File: config.mk
export PLATFORM = sky130hd
export DESIGN_NAME = frm_rx_check
export DESIGN_NICKNAME = d
export VERILOG_FILES = /design/src/rtl/frm_pkg.sv /design/src/rtl/frm_strap.sv /design/src/rtl/frm_len.sv /design/src/rtl/frm_crc.sv /design/src/rtl/frm_verdict.sv /design/src/rtl/frm_rx_check.sv
export SDC_FILE = /design/constraint.sdc
export NUM_CORES = 1
export LEC_CHECK = 0
export CAP_MARGIN = 5
export CORE_MARGIN = 8
export CORE_UTILIZATION = 55
export DETAILED_ROUTE_END_ITERATION = 16
export PLACE_DENSITY_LB_ADDON = 0.05
export SLEW_MARGIN = 20
export SYNTH_ARGS = -nofsm -noshare
export SYNTH_HDL_FRONTEND = slang
export SYNTH_SLANG_ARGS = --single-unit
File: constraint.sdc
create_clock -name clk_i -period 2.6 [get_ports clk_i]
set_input_delay 0.26 -clock clk_i [delete_from_list [all_inputs] [get_ports clk_i]]
set_output_delay 0.26 -clock clk_i [all_outputs]
set_load 0.02 [all_outputs]
File: src/rtl/frm_pkg.sv
`timescale 1ns/1ps
package frm_pkg;
  typedef enum logic [2:0] {
    RSN_OK    = 3'd0,
    RSN_RUNT  = 3'd1,
    RSN_LONG  = 3'd2,
    RSN_ALIGN = 3'd3,
    RSN_CRC   = 3'd4
  } reason_e;

  localparam logic [31:0] CRC_POLY_REF = 32'hEDB88320;
  localparam logic [31:0] CRC_RESIDUE  = 32'hC704DD7B;

  function automatic logic [31:0] rev32(input logic [31:0] v);
    logic [31:0] r;
    for (int i = 0; i < 32; i++) r[i] = v[31-i];
    return r;
  endfunction

  function automatic logic [31:0] crc_bit(input logic [31:0] c, input logic d);
    return (c >> 1) ^ ((c[0] ^ d) ? CRC_POLY_REF : 32'h0);
  endfunction
endpackage

File: src/rtl/frm_strap.sv
`timescale 1ns/1ps
module frm_strap (
  input  logic clk_i,
  input  logic rst_ni,
  input  logic vlan_i,
  input  logic crc_off_i,
  output logic vlan_o,
  output logic crc_off_o
);
  logic armed_q;

  always_ff @(posedge clk_i or negedge rst_ni) begin
    if (!rst_ni) begin
      armed_q   <= 1'b0;
      vlan_o    <= 1'b0;
      crc_off_o <= 1'b0;
    end else if (!armed_q) begin
      armed_q   <= 1'b1;
      vlan_o    <= vlan_i;
      crc_off_o <= crc_off_i;
    end
  end
endmodule

File: src/rtl/frm_len.sv
`timescale 1ns/1ps
module frm_len #(
  parameter int DW      = 4,
  parameter int LEN_MAX = 2047,
  localparam int LEN_W  = $clog2(LEN_MAX + 1)
) (
  input  logic             clk_i,
  input  logic             rst_ni,
  input  logic             clr_i,
  input  logic             beat_i,
  output logic             half_o,
  output logic             whole_o,
  output logic [LEN_W-1:0] len_o
);
  localparam logic [LEN_W-1:0] SAT = LEN_W'(LEN_MAX);

  generate
    if (DW == 4) begin : g_nib
      logic half_q;
      always_ff @(posedge clk_i or negedge rst_ni) begin
        if (!rst_ni)     half_q <= 1'b0;
        else if (clr_i)  half_q <= 1'b0;
        else if (beat_i) half_q <= ~half_q;
      end
      assign half_o  = half_q;
      assign whole_o = beat_i & half_q;
    end else begin : g_byte
      assign half_o  = 1'b0;
      assign whole_o = beat_i;
    end
  endgenerate

  always_ff @(posedge clk_i or negedge rst_ni) begin
    if (!rst_ni)                      len_o <= '0;
    else if (clr_i)                   len_o <= '0;
    else if (whole_o && len_o != SAT) len_o <= len_o + 1'b1;
  end
endmodule

File: src/rtl/frm_crc.sv
`timescale 1ns/1ps
module frm_crc
  import frm_pkg::*;
#(
  parameter int DW = 4
) (
  input  logic          clk_i,
  input  logic          rst_ni,
  input  logic          clr_i,
  input  logic          beat_i,
  input  logic          whole_i,
  input  logic [DW-1:0] data_i,
  output logic          crc_ok_o
);
  localparam logic [31:0] RES_REF = rev32(CRC_RESIDUE);

  logic [31:0] run_q, whole_q, nxt;

  always_comb begin
    nxt = run_q;
    for (int i = 0; i < DW; i++) nxt = crc_bit(nxt, data_i[i]);
  end

  always_ff @(posedge clk_i or negedge rst_ni) begin
    if (!rst_ni) begin
      run_q   <= '1;
      whole_q <= '1;
    end else if (clr_i) begin
      run_q   <= '1;
      whole_q <= '1;
    end else begin
      if (beat_i)  run_q   <= nxt;
      if (whole_i) whole_q <= nxt;  // snapshot at byte boundaries only
    end
  end

  assign crc_ok_o = (whole_q == RES_REF);
endmodule

File: src/rtl/frm_verdict.sv
`timescale 1ns/1ps
module frm_verdict
  import frm_pkg::*;
#(
  parameter int LEN_MIN = 64,
  parameter int LEN_STD = 1518,
  parameter int LEN_TAG = 1522,
  parameter int LEN_W   = 11
) (
  input  logic             clk_i,
  input  logic             rst_ni,
  input  logic             eof_i,
  input  logic [LEN_W-1:0] len_i,
  input  logic             half_i,
  input  logic             dribble_i,
  input  logic             crc_ok_i,
  input  logic             vlan_i,
  input  logic             crc_off_i,
  output logic             good_o,
  output logic             drop_o,
  output logic [2:0]       reason_o,
  output logic [3:0]       err_o
);
  logic [LEN_W-1:0] ceil;
  logic runt, lng, odd, bad, aln, crc_e;
  reason_e rsn;

  always_comb begin
    ceil  = vlan_i ? LEN_W'(LEN_TAG) : LEN_W'(LEN_STD);
    runt  = len_i < LEN_W'(LEN_MIN);
    lng   = len_i > ceil;
    odd   = half_i | dribble_i;
    bad   = ~crc_ok_i;
    aln   = odd & bad;
    crc_e = ~odd & bad & ~crc_off_i;
    if (runt)       rsn = RSN_RUNT;
    else if (lng)   rsn = RSN_LONG;
    else if (aln)   rsn = RSN_ALIGN;
    else if (crc_e) rsn = RSN_CRC;
    else            rsn = RSN_OK;
  end

  always_ff @(posedge clk_i or negedge rst_ni) begin
    if (!rst_ni) begin
      good_o   <= 1'b0;
      drop_o   <= 1'b0;
      reason_o <= '0;
      err_o    <= '0;
    end else if (eof_i) begin
      good_o   <= (rsn == RSN_OK);
      drop_o   <= (rsn != RSN_OK);
      reason_o <= rsn;
      err_o    <= {crc_e, aln, lng, runt};
    end else begin
      good_o   <= 1'b0;
      drop_o   <= 1'b0;
      reason_o <= '0;
      err_o    <= '0;
    end
  end
endmodule

File: src/rtl/frm_rx_check.sv
`timescale 1ns/1ps
module frm_rx_check #(
  parameter int DW      = 4,
  parameter int LEN_MIN = 64,
  parameter int LEN_STD = 1518,
  parameter int LEN_TAG = 1522,
  parameter int LEN_MAX = 2047
) (
  input  logic          clk_i,
  input  logic          rst_ni,
  input  logic          valid_i,
  input  logic [DW-1:0] data_i,
  input  logic          eof_i,
  input  logic          dribble_i,
  input  logic          vlan_strap_i,
  input  logic          crc_off_strap_i,
  output logic          good_o,
  output logic          drop_o,
  output logic [2:0]    reason_o,
  output logic [3:0]    err_o
);
  localparam int LEN_W = $clog2(LEN_MAX + 1);

  logic beat, half, whole, crc_ok, vlan_q, crc_off_q;
  logic [LEN_W-1:0] len;

  assign beat = valid_i & ~eof_i;  // eof cycle carries no data

  frm_strap u_strap (
    .clk_i, .rst_ni,
    .vlan_i(vlan_strap_i), .crc_off_i(crc_off_strap_i),
    .vlan_o(vlan_q), .crc_off_o(crc_off_q)
  );

  frm_len #(.DW(DW), .LEN_MAX(LEN_MAX)) u_len (
    .clk_i, .rst_ni, .clr_i(eof_i), .beat_i(beat),
    .half_o(half), .whole_o(whole), .len_o(len)
  );

  frm_crc #(.DW(DW)) u_crc (
    .clk_i, .rst_ni, .clr_i(eof_i), .beat_i(beat), .whole_i(whole),
    .data_i, .crc_ok_o(crc_ok)
  );

  frm_verdict #(.LEN_MIN(LEN_MIN), .LEN_STD(LEN_STD), .LEN_TAG(LEN_TAG), .LEN_W(LEN_W)) u_verdict (
    .clk_i, .rst_ni, .eof_i, .len_i(len), .half_i(half), .dribble_i,
    .crc_ok_i(crc_ok), .vlan_i(vlan_q), .crc_off_i(crc_off_q),
    .good_o, .drop_o, .reason_o, .err_o
  );
endmodule

# Yosys cells after proc, flatten, opt, wreduce, memory -nomap -nowiden
# Cells that the tools add are included.
# op_classes
order_cmp,2
n_mux,21
add_sub_neg,1
eq_ne,2
bitwise_logic,19
n_reduce_logical,6
# ops
operator,count
32-bit two-way mux,8
31-bit by 32-bit bitwise XOR with 32-bit output,4
"32-bit equality test, second input constant",1
11-bit two-way mux,2
3-bit two-way mux,5
"11-bit by 1-bit adder with 11-bit output, second input constant",1
11-bit > comparator,1
"11-bit by 7-bit less-than comparator with 1-bit output, second input constant",1
"11-bit inequality test, second input constant",1
2-bit nonzero test,3
1-bit bitwise AND,5
5-bit two-way mux,1
1-bit NOT,5
1-bit two-way mux,4
4-bit two-way mux,1
1-bit bitwise XOR,4
3-bit logical NOT,1
3-bit nonzero test,1
1-bit logical AND,1
1-bit bitwise OR,1
# word_totals
ff_bits,88
elab_cells,62
out_inout_bits,9

# Logic depth before layout (Yosys ltp)
# depth
ltp_word,14
mapped_depth,7
mapped_depth_nobuf,6

# Hierarchy
# From an unflattened synthesis, not the netlist that was laid out.
# unflattened
hier_cells,396
hier_area_um2,4377.9
# by_module_without_submodules
module,cells_per_inst,seq_area_each_um2,area_per_inst_um2,n_inst
frm_crc,284,1681.6,3156.8,1
frm_len,65,300.3,644.4,1
frm_verdict,40,225.2,461.7,1
frm_strap,6,75.1,101.3,1
frm_rx_check,1,0.0,13.8,1

# Least setup slack after synthesis
# No wires, ideal clock.
# synth_timing
path_kind,flip-flop to flip-flop
startpoint,register u_crc.run_q[3]
endpoint,register u_crc.run_q[20]
stages_incl_launch_ff,5
required_ns,2.523
path_slack_ns,0.931
t_arrival_ns,1.592
synth_period_minus_slack_ns,1.669
path_cell_list,dfstp_2 > xnor2_4 > xnor3_2 > xor2_1 > a21bo_1
# synth_via
elab_chain_len,8
# synth_lines
element,line_no,text
start: declaration,frm_crc.sv:17,"logic [31:0] run_q, whole_q, nxt;"
start signal: assignment,frm_crc.sv:32,if (beat_i) run_q <= nxt;
31-bit by 32-bit bitwise XOR with 32-bit output (3 in series),frm_pkg.sv:21,return (c >> 1) ^ ((c[0] ^ d) ? CRC_POLY_REF : 32'h0);
1-bit bitwise XOR,frm_pkg.sv:21,
32-bit two-way mux,frm_pkg.sv:21,
31-bit by 32-bit bitwise XOR with 32-bit output,frm_pkg.sv:21,
32-bit two-way mux,frm_crc.sv:32,
32-bit two-way mux,frm_crc.sv:28,end else if (clr_i) begin
# No other way between the ends. The select of a mux whose other input is x is not followed.
# A chain may end at the register's enable or synchronous reset.

# Final worst setup path
# layout_timing
startpoint,register u_crc.whole_q[1]
endpoint,register u_verdict.reason_o[1]
# layout_via
elab_chain_len,7
# layout_lines
element,line_no,text
start: declaration,frm_crc.sv:17,
start signal: assignment,frm_crc.sv:33,if (whole_i) whole_q <= nxt;
32-bit equality test,frm_crc.sv:37,assign crc_ok_o = (whole_q == RES_REF);
1-bit NOT,frm_verdict.sv:33,bad = ~crc_ok_i;
1-bit bitwise AND,frm_verdict.sv:34,aln = odd & bad;
3-bit two-way mux,frm_verdict.sv:38,else if (aln) rsn = RSN_ALIGN;
3-bit two-way mux,frm_verdict.sv:37,else if (lng) rsn = RSN_LONG;
3-bit two-way mux,frm_verdict.sv:36,if (runt) rsn = RSN_RUNT;
3-bit two-way mux,frm_verdict.sv:49,end else if (eof_i) begin
end signal: assignment,frm_verdict.sv:52,reason_o <= rsn;
end: declaration,frm_verdict.sv:21,"output logic [2:0] reason_o,"
# No other way between the ends.

==> summary.md <==
| Metric | Value |
|---|---|
| Antenna diode count | `0` |
| Crit start category | `register` |
| Worst Hold Launch | `eof_i` |
| Std cell rows | `32` |
| Flop-to-flop setup slack | `0.75 ns` |
| Seq cells post-synth | `88` |
| Hold Path Sink | `u_len.half_o` |
| Fmax | `541.1 MHz` |
| Fill cells | `648` |
| Clock Latency Late Sink | `0.36 ns` |
| Chip width | `104.7 µm` |
| CTS tree | `yes` |
| Ys flop type | `dfstp_2` |
| Gpl congestion | `0.7761` |
| CP arrival | `2.05 ns` |
| Initial core utilization | `0.5627` |
| Drc violations | `0` |
| Grt ovf | `0` |
| Hold_ws | `0.4105 ns` |
| Reg2reg start | `u_crc.whole_q[1]` |
| Status | `finished, final reports clean` |
| RSZ-0062 raised after global routing | `no` |
| Mean Syn Cell Area | `10.98 µm²` |
| Die Y | `104.7 µm` |
| Largest net degree at the start of global routing | `58` |
| Yosys warns | `0` |
| EDFF count, synth | `0` |
| Gate Count Post-Synth | `394` |
| Final period util | `0.7108` |
| Fin util | `0.6281` |
| Drt via density | `5.732` |
| Worst Clk Skew | `0.01379 ns` |
| Multi-input combinational cell area | `0.001927 mm²` |
| Total CTS buffers | `9` |
| Hold depth | `3` |
| Min cycle time layout | `1.848 ns` |
| Hold Violations, Final | `0` |
| Fraction of layout cells with a size suffix above 1 | `0.2764` |
| H-tree Lvls | `3` |
| Area growth syn-to-layout | `11.63%` |
| Routed Antenna Nets | `0` |
| Wire per inst | `18.02 µm` |
| Clock tree buffer depth | `2` |
| Hpwl dp | `6.131 mm` |
| Vias in the first global route | `3015` |
| Tightest Pin Transition | `0.7213 ns` |
| Sequential area share after synthesis | `0.5276` |
| Worst setup EP type | `register` |
| Final WL | `9.333 mm` |
| CORE AREA | `0.007687 mm²` |
| Mapped cell area | `0.004325 mm²` |
| Type of the most critical hold path | `in -> reg` |
| Root Buffer Master | `clkbuf_8` |
| Die Area | `0.01096 mm²` |
| Async SR Flop Fraction | `1.000` |
| Crit-path max FO | `3` |
| Detailed-route via count | `2969` |
| VDD IR max | `462.2 µV` |
| Nets@finish | `427` |
| Top-Level Pins | `20` |
| Sum of negative setup slack | `0 ns` |
| Endpoints failing setup | `0` |
| TritonCTS Sinks | `88` |
| DRT Pass-1 Iters | `4` |
| Syn Nets | `410` |
| Starting DRC count in detailed routing | `129` |
| Worst r2r path cells | `4` |
| Clock-pin slew on the worst setup and hold paths | `0.09 ns` |
| Worst Path Class, Setup | `reg -> reg` |
| Total power density per cell area | `661.1 mW/mm²` |
| First-pass GRT wire length | `15.64 mm` |
| Worst rel slew slack | `0.5191` |
| Cell leakage power | `0.001971 µW` |
| Antenna violations before repair | `0` |
| # Max-Cap Violations | `0` |
| GR Util All Layers | `0.1772` |
| Max Transition Viols Final | `0` |
| Netlist cell types | `49` |
| Worst r2r dst | `u_verdict.reason_o[1]` |
| IO Port Bufs | `19` |
| CP required | `2.81 ns` |
| Storage cell area | `0.002282 mm²` |
-- what timing repair did --
action / CTS / global route
endpoints found under the hold margin: 24 / 0
resized for setup: 0 / 0
hold buffers: 1 / 0
setup buffers: 0 / 0
-- layout by cell type, fill, tap and decap left out, types with 13 or more instances in the layout --
| cell type | count |
|---|---|
| o21ai_0 | 27 |
| dfrtp_1 | 24 |
| clkdlybuf4s50_1 | 17 |
| nor2_1 | 31 |
| dfstp_2 | 64 |
| a21bo_2 | 14 |
| a21oi_1 | 43 |
| nand2_1 | 32 |
| xnor2_1 | 17 |
| xor2_1 | 13 |
-- cells by family after synthesis --
logic type	Yosys count	synth area share
compound gates	121	0.1840
xor+xnor	38	0.1053
fa+ha+maj	5	0.01446
buf+inv	30	0.02690
flops	88	0.5276
mux	8	0.01938
other cells	1	0.0008670
simple gates	103	0.1215
-- layer usage --
layer  part of all wire  global-route usage
met1               0.47              0.2393
met2               0.47              0.2805
met3              0.043             0.03686
met4              0.012             0.05403
met5                  0                   0
-- critical path: stages (launching register included) --
cell      delay [ns]
dfstp_2         0.54
nor4bb_1        0.42
nand4_1         0.27
o22ai_1         0.34
a211oi_1        0.12
-- cells in the mapped netlist, types with 5 or more instances --
cell type | n | area (µm²)
xor2_1 | 13 | 113.9
ha_1 | 5 | 62.56
dfstp_2 | 64 | 1682
mux2i_1 | 5 | 50.05
xnor2_1 | 17 | 148.9
a21bo_2 | 14 | 140.1
a211o_1 | 5 | 43.79
nand2_1 | 32 | 120.1
a21oi_1 | 43 | 215.2
inv_1 | 6 | 22.52
dfrtp_1 | 24 | 600.6
nor2_1 | 31 | 116.4
o21ai_0 | 27 | 135.1
o31ai_1 | 6 | 45.04
clkbuf_1 | 18 | 67.56
a21bo_1 | 12 | 120.1
-- registers in the layout (all words and copies together), names as in the netlist --
name / flops
u_verdict.reason_o: 3
u_strap.vlan_o: 1
u_len.len_o: 11
u_verdict.err_o: 4
u_verdict.good_o: 1
u_verdict.drop_o: 1
u_crc.run_q: 32
u_len.half_o: 1
u_strap.armed_q: 1
u_crc.whole_q: 32
u_strap.crc_off_o: 1
-- power by group --
part | internal (µW) | switching (µW) | total [µW] | leakage [µW]
clock | 455 | 529 | 984 | 0.000101
sequential | 1540 | 77.2 | 1620 | 0.000992
combinational | 263 | 329 | 591 | 0.000879
-- how the worst max path moves through the flow --
stage	start	endpoint	slack [ns]	cells after the start
2_1_floorplan	u_crc.run_q[3]	u_crc.run_q[20]	0.93	4
3_3_place_gp	data_i[2]	u_crc.whole_q[18]	0.47	5
3_5_place_dp	data_i[2]	u_crc.whole_q[18]	0.44	5
4_1_cts	u_crc.whole_q[1]	u_verdict.reason_o[1]	0.78	4
5_1_grt	u_len.half_o	u_len.len_o[8]	0.65	4
6_report	u_crc.whole_q[1]	u_verdict.reason_o[1]	0.75	4
-- metrics by stage --
stage	cell area, µm²	power (µW)	setup slack (ns)	instances
floorplan	4325	2041	0.9312	394
global placement	4617	2215	0.4702	501
detailed placement	4617	2226	0.4438	501
CTS	4828	3208	0.7834	518
global route	4828	3332	0.6461	518
finish	4828	3192	0.7519	518
-- final cells by class --
| cell class | count | area share |
|---|---|---|
| Clock inverter | 7 | 0.01607 |
| Timing Repair Buffer | 30 | 0.05545 |
| Inverter | 6 | 0.004664 |
| Multi-Input combinational cell | 276 | 0.3991 |
| Sequential cell | 88 | 0.4727 |
| Tap cell | 102 | 0.02643 |
| Clock buffer | 9 | 0.02565 |
No activity file was read; power rests on OpenSTA's default activity.
